==> src/rtl/rx_rej_pkg.sv <==
package rx_rej_pkg;
  typedef enum logic [1:0] {
    ST_IDLE = 2'd0,
    ST_RECV = 2'd1,
    ST_DROP = 2'd2,
    ST_DONE = 2'd3
  } frame_st_e;
endpackage

==> src/rtl/rx_rej_fsm.sv <==
module rx_rej_fsm
  import rx_rej_pkg::*;
(
  input  logic      clk_i,
  input  logic      rst_ni,
  input  logic      rx_valid_i,
  input  logic      rx_sof_i,
  input  logic      rx_eof_i,
  input  logic      reject_i,
  input  logic      rx_col_i,
  output frame_st_e st_o,
  output logic      accept_sof_o,
  output logic      write_o,
  output logic      eof_ok_o,
  output logic      kill_o,
  output logic      abort_o
);
  frame_st_e st_q, st_d;
  logic in_frame;

  assign accept_sof_o = rx_valid_i && rx_sof_i && (st_q == ST_IDLE || st_q == ST_DONE);
  // veto window: open from the start byte up to and including the end byte
  assign in_frame     = accept_sof_o || (st_q == ST_RECV);
  assign kill_o       = in_frame && (reject_i || rx_col_i);
  assign abort_o      = in_frame && rx_col_i;
  assign write_o      = rx_valid_i && in_frame && !kill_o;
  assign eof_ok_o     = write_o && rx_eof_i;

  always_comb begin
    st_d = st_q;
    unique case (st_q)
      ST_IDLE, ST_DONE: begin
        if (accept_sof_o) begin
          if (kill_o) st_d = rx_eof_i ? ST_IDLE : ST_DROP;
          else        st_d = rx_eof_i ? ST_DONE : ST_RECV;
        end else begin
          st_d = ST_IDLE;
        end
      end
      ST_RECV: begin
        if (kill_o)        st_d = (rx_valid_i && rx_eof_i) ? ST_IDLE : ST_DROP;
        else if (eof_ok_o) st_d = ST_DONE;
      end
      ST_DROP: begin
        // a new start of frame here is held off: drop through to the next end
        if (rx_valid_i && rx_eof_i) st_d = ST_IDLE;
      end
      default: st_d = ST_IDLE;
    endcase
  end

  always_ff @(posedge clk_i or negedge rst_ni) begin
    if (!rst_ni) st_q <= ST_IDLE;
    else         st_q <= st_d;
  end

  assign st_o = st_q;
endmodule

==> src/rtl/rx_rej_bufptr.sv <==
module rx_rej_bufptr #(
  parameter int NUM_BUF   = 8,
  parameter int BUF_BYTES = 64,
  localparam int BUF_W    = (NUM_BUF > 1) ? $clog2(NUM_BUF) : 1,
  localparam int OFF_W    = (BUF_BYTES > 1) ? $clog2(BUF_BYTES) : 1,
  localparam int LEN_W    = $clog2(NUM_BUF * BUF_BYTES + 1)
) (
  input  logic             clk_i,
  input  logic             rst_ni,
  input  logic             accept_sof_i,
  input  logic             write_i,
  input  logic             eof_ok_i,
  output logic [BUF_W-1:0] addr_buf_o,
  output logic [OFF_W-1:0] addr_off_o,
  output logic [BUF_W-1:0] start_buf_o,
  output logic [LEN_W-1:0] len_next_o
);
  logic [BUF_W-1:0] head_q, cur_q, buf_inc;
  logic [OFF_W-1:0] off_q;
  logic [LEN_W-1:0] len_q;
  logic             off_last;

  // head only moves on a completed frame, so it is the current frame's start
  assign addr_buf_o  = accept_sof_i ? head_q : cur_q;
  assign addr_off_o  = accept_sof_i ? '0 : off_q;
  assign len_next_o  = (accept_sof_i ? '0 : len_q) + 1'b1;
  assign start_buf_o = head_q;
  assign off_last    = (addr_off_o == OFF_W'(BUF_BYTES - 1));
  assign buf_inc     = (addr_buf_o == BUF_W'(NUM_BUF - 1)) ? '0 : addr_buf_o + 1'b1;

  always_ff @(posedge clk_i or negedge rst_ni) begin
    if (!rst_ni) begin
      head_q <= '0;
      cur_q  <= '0;
      off_q  <= '0;
      len_q  <= '0;
    end else begin
      if (write_i) begin
        off_q <= off_last ? '0 : addr_off_o + 1'b1;
        cur_q <= off_last ? buf_inc : addr_buf_o;
        len_q <= len_next_o;
      end
      if (eof_ok_i) head_q <= buf_inc;
    end
  end
endmodule

==> src/rtl/rx_rej_out.sv <==
module rx_rej_out #(
  parameter int DATA_W = 8,
  parameter int BUF_W  = 3,
  parameter int OFF_W  = 6,
  parameter int LEN_W  = 10
) (
  input  logic              clk_i,
  input  logic              rst_ni,
  input  logic              write_i,
  input  logic              eof_ok_i,
  input  logic              kill_i,
  input  logic              abort_i,
  input  logic [DATA_W-1:0] data_i,
  input  logic [BUF_W-1:0]  addr_buf_i,
  input  logic [OFF_W-1:0]  addr_off_i,
  input  logic [BUF_W-1:0]  start_buf_i,
  input  logic [LEN_W-1:0]  len_i,
  output logic              wr_valid_o,
  output logic [BUF_W-1:0]  wr_buf_o,
  output logic [OFF_W-1:0]  wr_off_o,
  output logic [DATA_W-1:0] wr_data_o,
  output logic              desc_valid_o,
  output logic [BUF_W-1:0]  desc_buf_o,
  output logic [LEN_W-1:0]  desc_len_o,
  output logic              reclaim_o,
  output logic [BUF_W-1:0]  reclaim_idx_o,
  output logic              lookup_abort_o
);
  always_ff @(posedge clk_i or negedge rst_ni) begin
    if (!rst_ni) begin
      wr_valid_o     <= 1'b0;
      wr_buf_o       <= '0;
      wr_off_o       <= '0;
      wr_data_o      <= '0;
      desc_valid_o   <= 1'b0;
      desc_buf_o     <= '0;
      desc_len_o     <= '0;
      reclaim_o      <= 1'b0;
      reclaim_idx_o  <= '0;
      lookup_abort_o <= 1'b0;
    end else begin
      wr_valid_o     <= write_i;
      desc_valid_o   <= eof_ok_i;
      reclaim_o      <= kill_i;
      lookup_abort_o <= abort_i;
      if (write_i) begin
        wr_buf_o  <= addr_buf_i;
        wr_off_o  <= addr_off_i;
        wr_data_o <= data_i;
      end
      if (eof_ok_i) begin
        desc_buf_o <= start_buf_i;
        desc_len_o <= len_i;
      end
      if (kill_i) reclaim_idx_o <= start_buf_i;
    end
  end
endmodule

==> src/rtl/rx_reject_ctrl.sv <==
module rx_reject_ctrl
  import rx_rej_pkg::*;
#(
  parameter int DATA_W    = 8,
  parameter int NUM_BUF   = 8,
  parameter int BUF_BYTES = 64,
  localparam int BUF_W    = (NUM_BUF > 1) ? $clog2(NUM_BUF) : 1,
  localparam int OFF_W    = (BUF_BYTES > 1) ? $clog2(BUF_BYTES) : 1,
  localparam int LEN_W    = $clog2(NUM_BUF * BUF_BYTES + 1)
) (
  input  logic              clk_i,
  input  logic              rst_ni,
  input  logic              rx_valid_i,
  input  logic [DATA_W-1:0] rx_data_i,
  input  logic              rx_sof_i,
  input  logic              rx_eof_i,
  input  logic              reject_i,
  input  logic              rx_col_i,
  output logic              wr_valid_o,
  output logic [BUF_W-1:0]  wr_buf_o,
  output logic [OFF_W-1:0]  wr_off_o,
  output logic [DATA_W-1:0] wr_data_o,
  output logic              desc_valid_o,
  output logic [BUF_W-1:0]  desc_buf_o,
  output logic [LEN_W-1:0]  desc_len_o,
  output logic              reclaim_o,
  output logic [BUF_W-1:0]  reclaim_idx_o,
  output logic              lookup_abort_o,
  output logic [1:0]        state_o
);
  frame_st_e        st;
  logic             accept_sof, write, eof_ok, kill, abort;
  logic [BUF_W-1:0] addr_buf, start_buf;
  logic [OFF_W-1:0] addr_off;
  logic [LEN_W-1:0] len_next;

  rx_rej_fsm u_fsm (
    .clk_i, .rst_ni, .rx_valid_i, .rx_sof_i, .rx_eof_i, .reject_i, .rx_col_i,
    .st_o(st), .accept_sof_o(accept_sof), .write_o(write),
    .eof_ok_o(eof_ok), .kill_o(kill), .abort_o(abort)
  );

  rx_rej_bufptr #(.NUM_BUF(NUM_BUF), .BUF_BYTES(BUF_BYTES)) u_ptr (
    .clk_i, .rst_ni, .accept_sof_i(accept_sof), .write_i(write), .eof_ok_i(eof_ok),
    .addr_buf_o(addr_buf), .addr_off_o(addr_off),
    .start_buf_o(start_buf), .len_next_o(len_next)
  );

  rx_rej_out #(.DATA_W(DATA_W), .BUF_W(BUF_W), .OFF_W(OFF_W), .LEN_W(LEN_W)) u_out (
    .clk_i, .rst_ni, .write_i(write), .eof_ok_i(eof_ok), .kill_i(kill), .abort_i(abort),
    .data_i(rx_data_i), .addr_buf_i(addr_buf), .addr_off_i(addr_off),
    .start_buf_i(start_buf), .len_i(len_next),
    .wr_valid_o, .wr_buf_o, .wr_off_o, .wr_data_o,
    .desc_valid_o, .desc_buf_o, .desc_len_o,
    .reclaim_o, .reclaim_idx_o, .lookup_abort_o
  );

  assign state_o = st;

  AST_DESC_IN_DONE: assert property (@(posedge clk_i) disable iff (!rst_ni)
    desc_valid_o |-> (st == ST_DONE));
  AST_REJ_NO_DESC: assert property (@(posedge clk_i) disable iff (!rst_ni)
    reclaim_o |-> !desc_valid_o);
  AST_IDLE_REJ_IGNORED: assert property (@(posedge clk_i) disable iff (!rst_ni)
    ((st == ST_IDLE || st == ST_DONE) && !(rx_valid_i && rx_sof_i)) |=> !reclaim_o);
  AST_ABORT_RECLAIMS: assert property (@(posedge clk_i) disable iff (!rst_ni)
    lookup_abort_o |-> reclaim_o);
  AST_DROP_NO_WR: assert property (@(posedge clk_i) disable iff (!rst_ni)
    (st == ST_DROP) |=> !wr_valid_o);
endmodule

==> config.mk <==
export PLATFORM = sky130hd
export DESIGN_NAME = rx_reject_ctrl
export DESIGN_NICKNAME = d
export VERILOG_FILES = /design/src/rtl/rx_rej_pkg.sv /design/src/rtl/rx_rej_fsm.sv /design/src/rtl/rx_rej_bufptr.sv /design/src/rtl/rx_rej_out.sv /design/src/rtl/rx_reject_ctrl.sv
export SDC_FILE = /design/constraint.sdc
export NUM_CORES = 1
export LEC_CHECK = 0
export BUFFER_PORTS_ARGS = -buffer_cell sky130_fd_sc_hd__clkbuf_2
export CORE_MARGIN = 2
export CORE_UTILIZATION = 50
export DETAILED_ROUTE_END_ITERATION = 7
export PLACE_DENSITY = 0.79
export SLEW_MARGIN = 20
export SYNTH_ARGS = -nofsm -noshare
export SYNTH_HDL_FRONTEND = slang
export SYNTH_HIERARCHICAL = 1
export SYNTH_SLANG_ARGS = --single-unit
==> constraint.sdc <==
create_clock -name clk_i -period 7.5 [get_ports clk_i]
set_input_delay 1.875 -clock clk_i [delete_from_list [all_inputs] [get_ports clk_i]]
set_output_delay 1.875 -clock clk_i [all_outputs]
set_load 0.02 [all_outputs]
==> results of run 1 <==
[critical path, delay by kind of cell]
family        cells  cell delay (ps)
simple gates      3             1230
mux               1              420
buf+inv           3              520
[Yosys cell counts, types with 3 or more instances]
| master | number |
|---|---|
| nand4_1 | 4 |
| nand3_1 | 7 |
| xnor2_1 | 3 |
| mux2i_1 | 6 |
| ha_1 | 6 |
| inv_1 | 12 |
| nor2_1 | 16 |
| nand2b_1 | 9 |
| o22ai_1 | 4 |
| clkbuf_1 | 6 |
| nand2_1 | 10 |
| nor2b_1 | 14 |
| dfrtp_1 | 61 |
| o311ai_0 | 4 |
| or3_1 | 4 |
| mux2_2 | 30 |
| buf_6 | 4 |
| mux2_4 | 12 |
| o21ai_0 | 11 |
| a21oi_1 | 8 |
[routing by layer]
metal | GRT usage (%) | wire length, um
met5 | 0 | 0
met4 | 5.83 | 85
met3 | 5.82 | 323
met2 | 27.5 | 2660
met1 | 22.2 | 2500
[power by group]
| group | switching [mW] | internal (mW) |
|---|---|---|
| Sequential | 0.0549 | 0.411 |
| Combinational | 0.172 | 0.144 |
| Clock | 0.117 | 0.133 |
[kinds of logic (layout without fill, tap and decap cells)]
kind of cell	Yosys count	in the layout	synth area share, %
AOI/OAI and AO/OA	42	42	9.15
xor gates and xnor gates	3	3	0.866
adders and majority gates	6	6	2.47
buffers and inverters	25	82	4.70
DFF	61	61	50.3
muxes	48	48	19.0
and+or+nand+nor	74	74	13.5
[area by class of cell]
cell class	instances	area (um^2)
Clock buffer	12	155
Clock inverter	2	10.0
Fill cell	484	2390
Inverter	12	45.0
Multi-Input combinational cell	173	1370
Sequential cell	61	1530
Tap cell	75	93.8
Timing Repair Buffer	56	288
[path summary, 6_finish.rpt]
kind | endpoint | slack, ps | cells after the start
min reg2reg | u_out/desc_len_o[3] | 510 | 1
min | u_out/desc_len_o[3] | 510 | 1
max reg2reg | u_ptr/len_q[1] | 4560 | 8
max in group asynchronous | u_fsm/st_o[1] | 5310 | 2
min in group asynchronous | u_ptr/len_q[2] | 1700 | 2
max | u_ptr/len_q[1] | 3620 | 7
[state kept, by name, summed over array words and instances (netlist names)]
register              count
u_out/wr_buf_o            3
u_ptr/start_buf_o         3
u_out/wr_off_o            6
u_out/wr_valid_o          1
u_out/lookup_abort_o      1
u_out/wr_data_o           8
u_ptr/off_q               6
u_out/desc_valid_o        1
u_ptr/len_q              10
u_out/reclaim_idx_o       3
u_ptr/cur_q               3
u_out/reclaim_o           1
u_fsm/st_o                2
u_out/desc_len_o         10
u_out/desc_buf_o          3
==> metrics.txt, run 1 <==
status=finished, final reports clean; Crit path arrival time=4090 ps; Final Critical Period=3880 ps; Clk pin slew, worst setup/hold paths=60 ps; Avg Cell Area, Syn=11.7 um^2; die height=81.9 um; RSZ-0062 raised after global routing=no; total power=1.03 mW; routed via count=2139; Pleak=1.72 nW; H-tree Lvls=3; Critical Path RT=7710 ps; Root Driver=clkbuf_8; Placer Congestion=0.811; WHS=507 ps; final hold vios=0; crit path kind=in -> reg; maximum vdd drop=185 uV; Diodes inserted=0; max-slew violation total from the final report=0; initial antenna violation count=0; pwr dens=295 nW/um^2; crit-path cells=clkbuf_2, nand3_1, inv_1, buf_4, nor2_1, and3b_2, mux2_2; synth warn=6; post-synthesis register bit count=61; vias per cell=5.47; # DRC=0; post-synthesis sequential area ratio=50.3%; min-delay src=u_out/desc_len_o[3]; Final Cycle Share=51.7%; share of the synthesized area in the top cell type=50.3%; PortBufs=53; hold_buf cts=0; gr ovfl total=0; RR Startpoint=u_fsm/st_o[0]; global-route wire length before repair=8.84 mm; Clock Skew=7.02 ps; mapped cell area=3040 um^2; synth top area cells=dfrtp_1 (50%), mux2_2 (11%), mux2_4 (5.9%), nor2b_1 (2.9%), ha_1 (2.5%); via count of the first global-routing pass=2027; fin nets=334; ANT nets after route=0; Critical-path top delay cell=and3b_2; post-synth cell types=42; final worst slack=3620 ps; commonest non-fill, non-tap cells in the layout=dfrtp_1 (61), clkbuf_2 (53), mux2_2 (30); starting DRC count in detailed routing=158; headroom to the max-slew limit=30.7%; Slew @ Worst Pin=1040 ps; hold crit path type=reg -> reg; EDFF count, synth=0; crit start category=input pin; first drt pass iteration count=4; pin count of the biggest net entering global routing=62; Max Clk Rate=0.258 GHz; Synth Flop Type=dfrtp_1; fin cells=391; area leader, netlist=dfrtp_1; WL/cell=14.2 um; Syn Inst Count=259; CTS tree=done; GRT Total Usage=17.3%; share of layout cells above drive strength 1=36.7%; Setup WS pre-CTS=3270 ps; clock sinks=61; wirelength, routed=5.56 mm; die width=81.9 um; placed cell areas=3330 um^2; Final HPWL DP=3.67 mm; Layout area overhead=15.0%; crit path launch=rx_valid_i; syn_nets=280; Setup crit end kind=register; Max Cap Violations=0; crit-path max cell delay=960 ps; number of setup buffers added after CTS=0; Clock Tree Buf Depth=2; most common cell after layout, fill and taps aside=dfrtp_1; async set-reset flop share out of synthesis=100%; Final setup viols=0; row cnt=28; post_cts resized=0; Core Area=5890 um^2; CP Max Fanout=54; setup TNS=0 ps; Die ar.=6710 um^2; Num CTS Buffers=9; Initial Utilization=51.6%; final core occ=59.3%; IO Pins=54; Placed Cells incl. Taps=377; Design Area, Final=3490 um^2; worst-skew pair later-pin latency=330 ps
Power figures use the tool's default switching activity.
==> inputs of run 2 (changes only) <==
- clock period: 7.5 -> 3.9 ns (I/O delays scaled with it)
==> run 2 against run 1 <==
- power up 110%
- worst hold slack lost 0.54 ps
- global-route usage rose by 0.38 points
- critical path type unchanged
- critical endpoint is now u_ptr/cur_q[1]
- largest power group unchanged
- highest routed layer unchanged
==> metrics.txt, run 2 (synthesis gave the netlist of run 1 again) <==
Die ar.=6710 um^2 (unchanged); GRT Total Usage=17.7% (+0.38 points); Pleak=1.75 nW (+2.1%); via count of the first global-routing pass=1956 (-3.5%); hold_buf cts=0 (unchanged); most common cell after layout, fill and taps aside=dfrtp_1; # DRC=0 (unchanged); vias per cell=5.39 (-1.5%); Clock Tree Buf Depth=2 (unchanged); Num CTS Buffers=9 (unchanged); Max Cap Violations=0 (unchanged); Final Cycle Share=71.8%; routed via count=2129 (-0.47%); Clock Skew=6.41 ps (-0.606 ps); commonest non-fill, non-tap cells in the layout=dfrtp_1 (61), clkbuf_2 (53), mux2_2 (30); final hold vios=0 (unchanged); Core Area=5890 um^2 (unchanged); gr ovfl total=0 (unchanged); total power=2.15 mW (+110%); first drt pass iteration count=4 (unchanged); Seq pwr share=41.8% (-3.3 points); Clk pin slew, worst setup/hold paths=70 ps (about the same); number of setup buffers added after CTS=0 (unchanged); RSZ-0062 raised after global routing=no; Placer Congestion=0.785 (-3.1%); status=finished, final reports clean; biggest regs=u_out/desc_len_o: 10 flops, u_ptr/len_q: 10 flops, u_out/wr_data_o: 8 flops; row cnt=28 (unchanged); worst-skew pair later-pin latency=330 ps (about the same); Root Driver=clkbuf_8; die height=81.9 um (unchanged); CP Max Fanout=16 (-70%); hold crit path type=reg -> reg; switch share=31.9% (-1.5 points); wirelength, routed=5.48 mm (-1.6%); Net Sw Power=686 uW (+99%); ANT nets after route=0 (unchanged); IO Pins=54 (unchanged); global-route wire length before repair=8.91 mm (+0.78%); die width=81.9 um (unchanged); Max Clk Rate=0.357 GHz; pwr dens=601 nW/um^2 (+100%); Initial Utilization=51.6% (unchanged); pin count of the biggest net entering global routing=43 (-31%); WL/cell=13.9 um (-2.6%); Fillers=464 (-4.1%); PortBufs=53 (unchanged); logic gate share of total power=28.7% (-1.9 points); starting DRC count in detailed routing=127 (-20%); Setup crit end kind=register; headroom to the max-slew limit=62.9% (+32 points); initial antenna violation count=0 (unchanged); Layout area overhead=18.0%; crit path kind=in -> reg; Diodes inserted=0 (unchanged); H-tree Lvls=3 (unchanged); Final Critical Period=2800 ps; fin nets=336 (+0.60%); setup TNS=0 ps (unchanged); Slew @ Worst Pin=556 ps (-483 ps); share of layout cells above drive strength 1=37.2% (+0.48 points); CTS tree=done; Critical Path RT=4160 ps (-3550 ps); Internal Power=1.47 mW (+110%); clock network power share=29.5% (+5.2 points); post_cts resized=0 (unchanged); max-slew violation total from the final report=0 (unchanged); Final HPWL DP=3.80 mm (+3.4%); clock sinks=61 (unchanged); Final setup viols=0 (unchanged); crit start category=input pin; maximum vdd drop=412 uV (+120%); Crit path arrival time=3060 ps (-1030 ps)
run 2: power groups by stage:
stage	Sequential [mW]	Combinational (mW)	Clock, mW
after detailed placement	0.908	0.620	0
after CTS	0.899	0.626	0.650
after global placement	0.900	0.602	0
final	0.899	0.617	0.635
after floorplan	1.02	0.302	0
after global routing	0.921	0.673	0.680
run 2: metrics by stage:
step	cells	cell area, um^2	setup WS (ps)	hold slack (ps)	utilization [%]
after detailed placement	379	3350	746	495	57.0
after floorplan	259	3040	979	469	-
after CTS	395	3580	1100	509	60.8
after global routing	395	3580	890	519	60.8
after global placement	379	3350	849	487	57.0
final	395	3580	1100	507	60.8
run 2: per-layer routing:
layer,vias to the layer above,track usage [%],routed length [um]
met5,-,0,0
met4,0,10.2,121
met3,11,4.07,201
met2,43,26.4,2530
met1,1030,23.6,2620
li1,1045,-,-
run 2: area by class of cell:
cell class	count	area, um^2	area share (%)
Inverter	12	45.0	1.26
Multi-Input combinational cell	173	1370	38.4
Sequential cell	61	1530	42.6
Clock inverter	3	67.6	1.89
Tap cell	75	93.8	2.62
Timing Repair Buffer	58	315	8.81
Clock buffer	13	159	4.44
run 2: final timing paths:
| path | start | endpoint | slack [ps] | depth (start not counted) |
|---|---|---|---|---|
| max in group asynchronous | rst_ni | u_out/lookup_abort_o | 2390 | 2 |
| worst max register to register | u_fsm/st_o[0] | u_ptr/cur_q[1] | 1110 | 10 |
| worst min register to register | u_out/desc_buf_o[2] | u_out/desc_buf_o[2] | 510 | 1 |
| min in group asynchronous | rst_ni | u_out/desc_len_o[2] | 600 | 1 |
| worst max-delay path | rx_valid_i | u_ptr/cur_q[1] | 1100 | 9 |
| worst min-delay path | u_out/desc_buf_o[2] | u_out/desc_buf_o[2] | 510 | 1 |
run 2: worst max-delay path, cell delays in order:
cell      delay, ps
clkbuf_2        110
nand3_1         120
inv_1           140
buf_4           220
nor2b_1         220
ha_1            250
nand3_1         260
or4b_1          590
a31oi_1         180
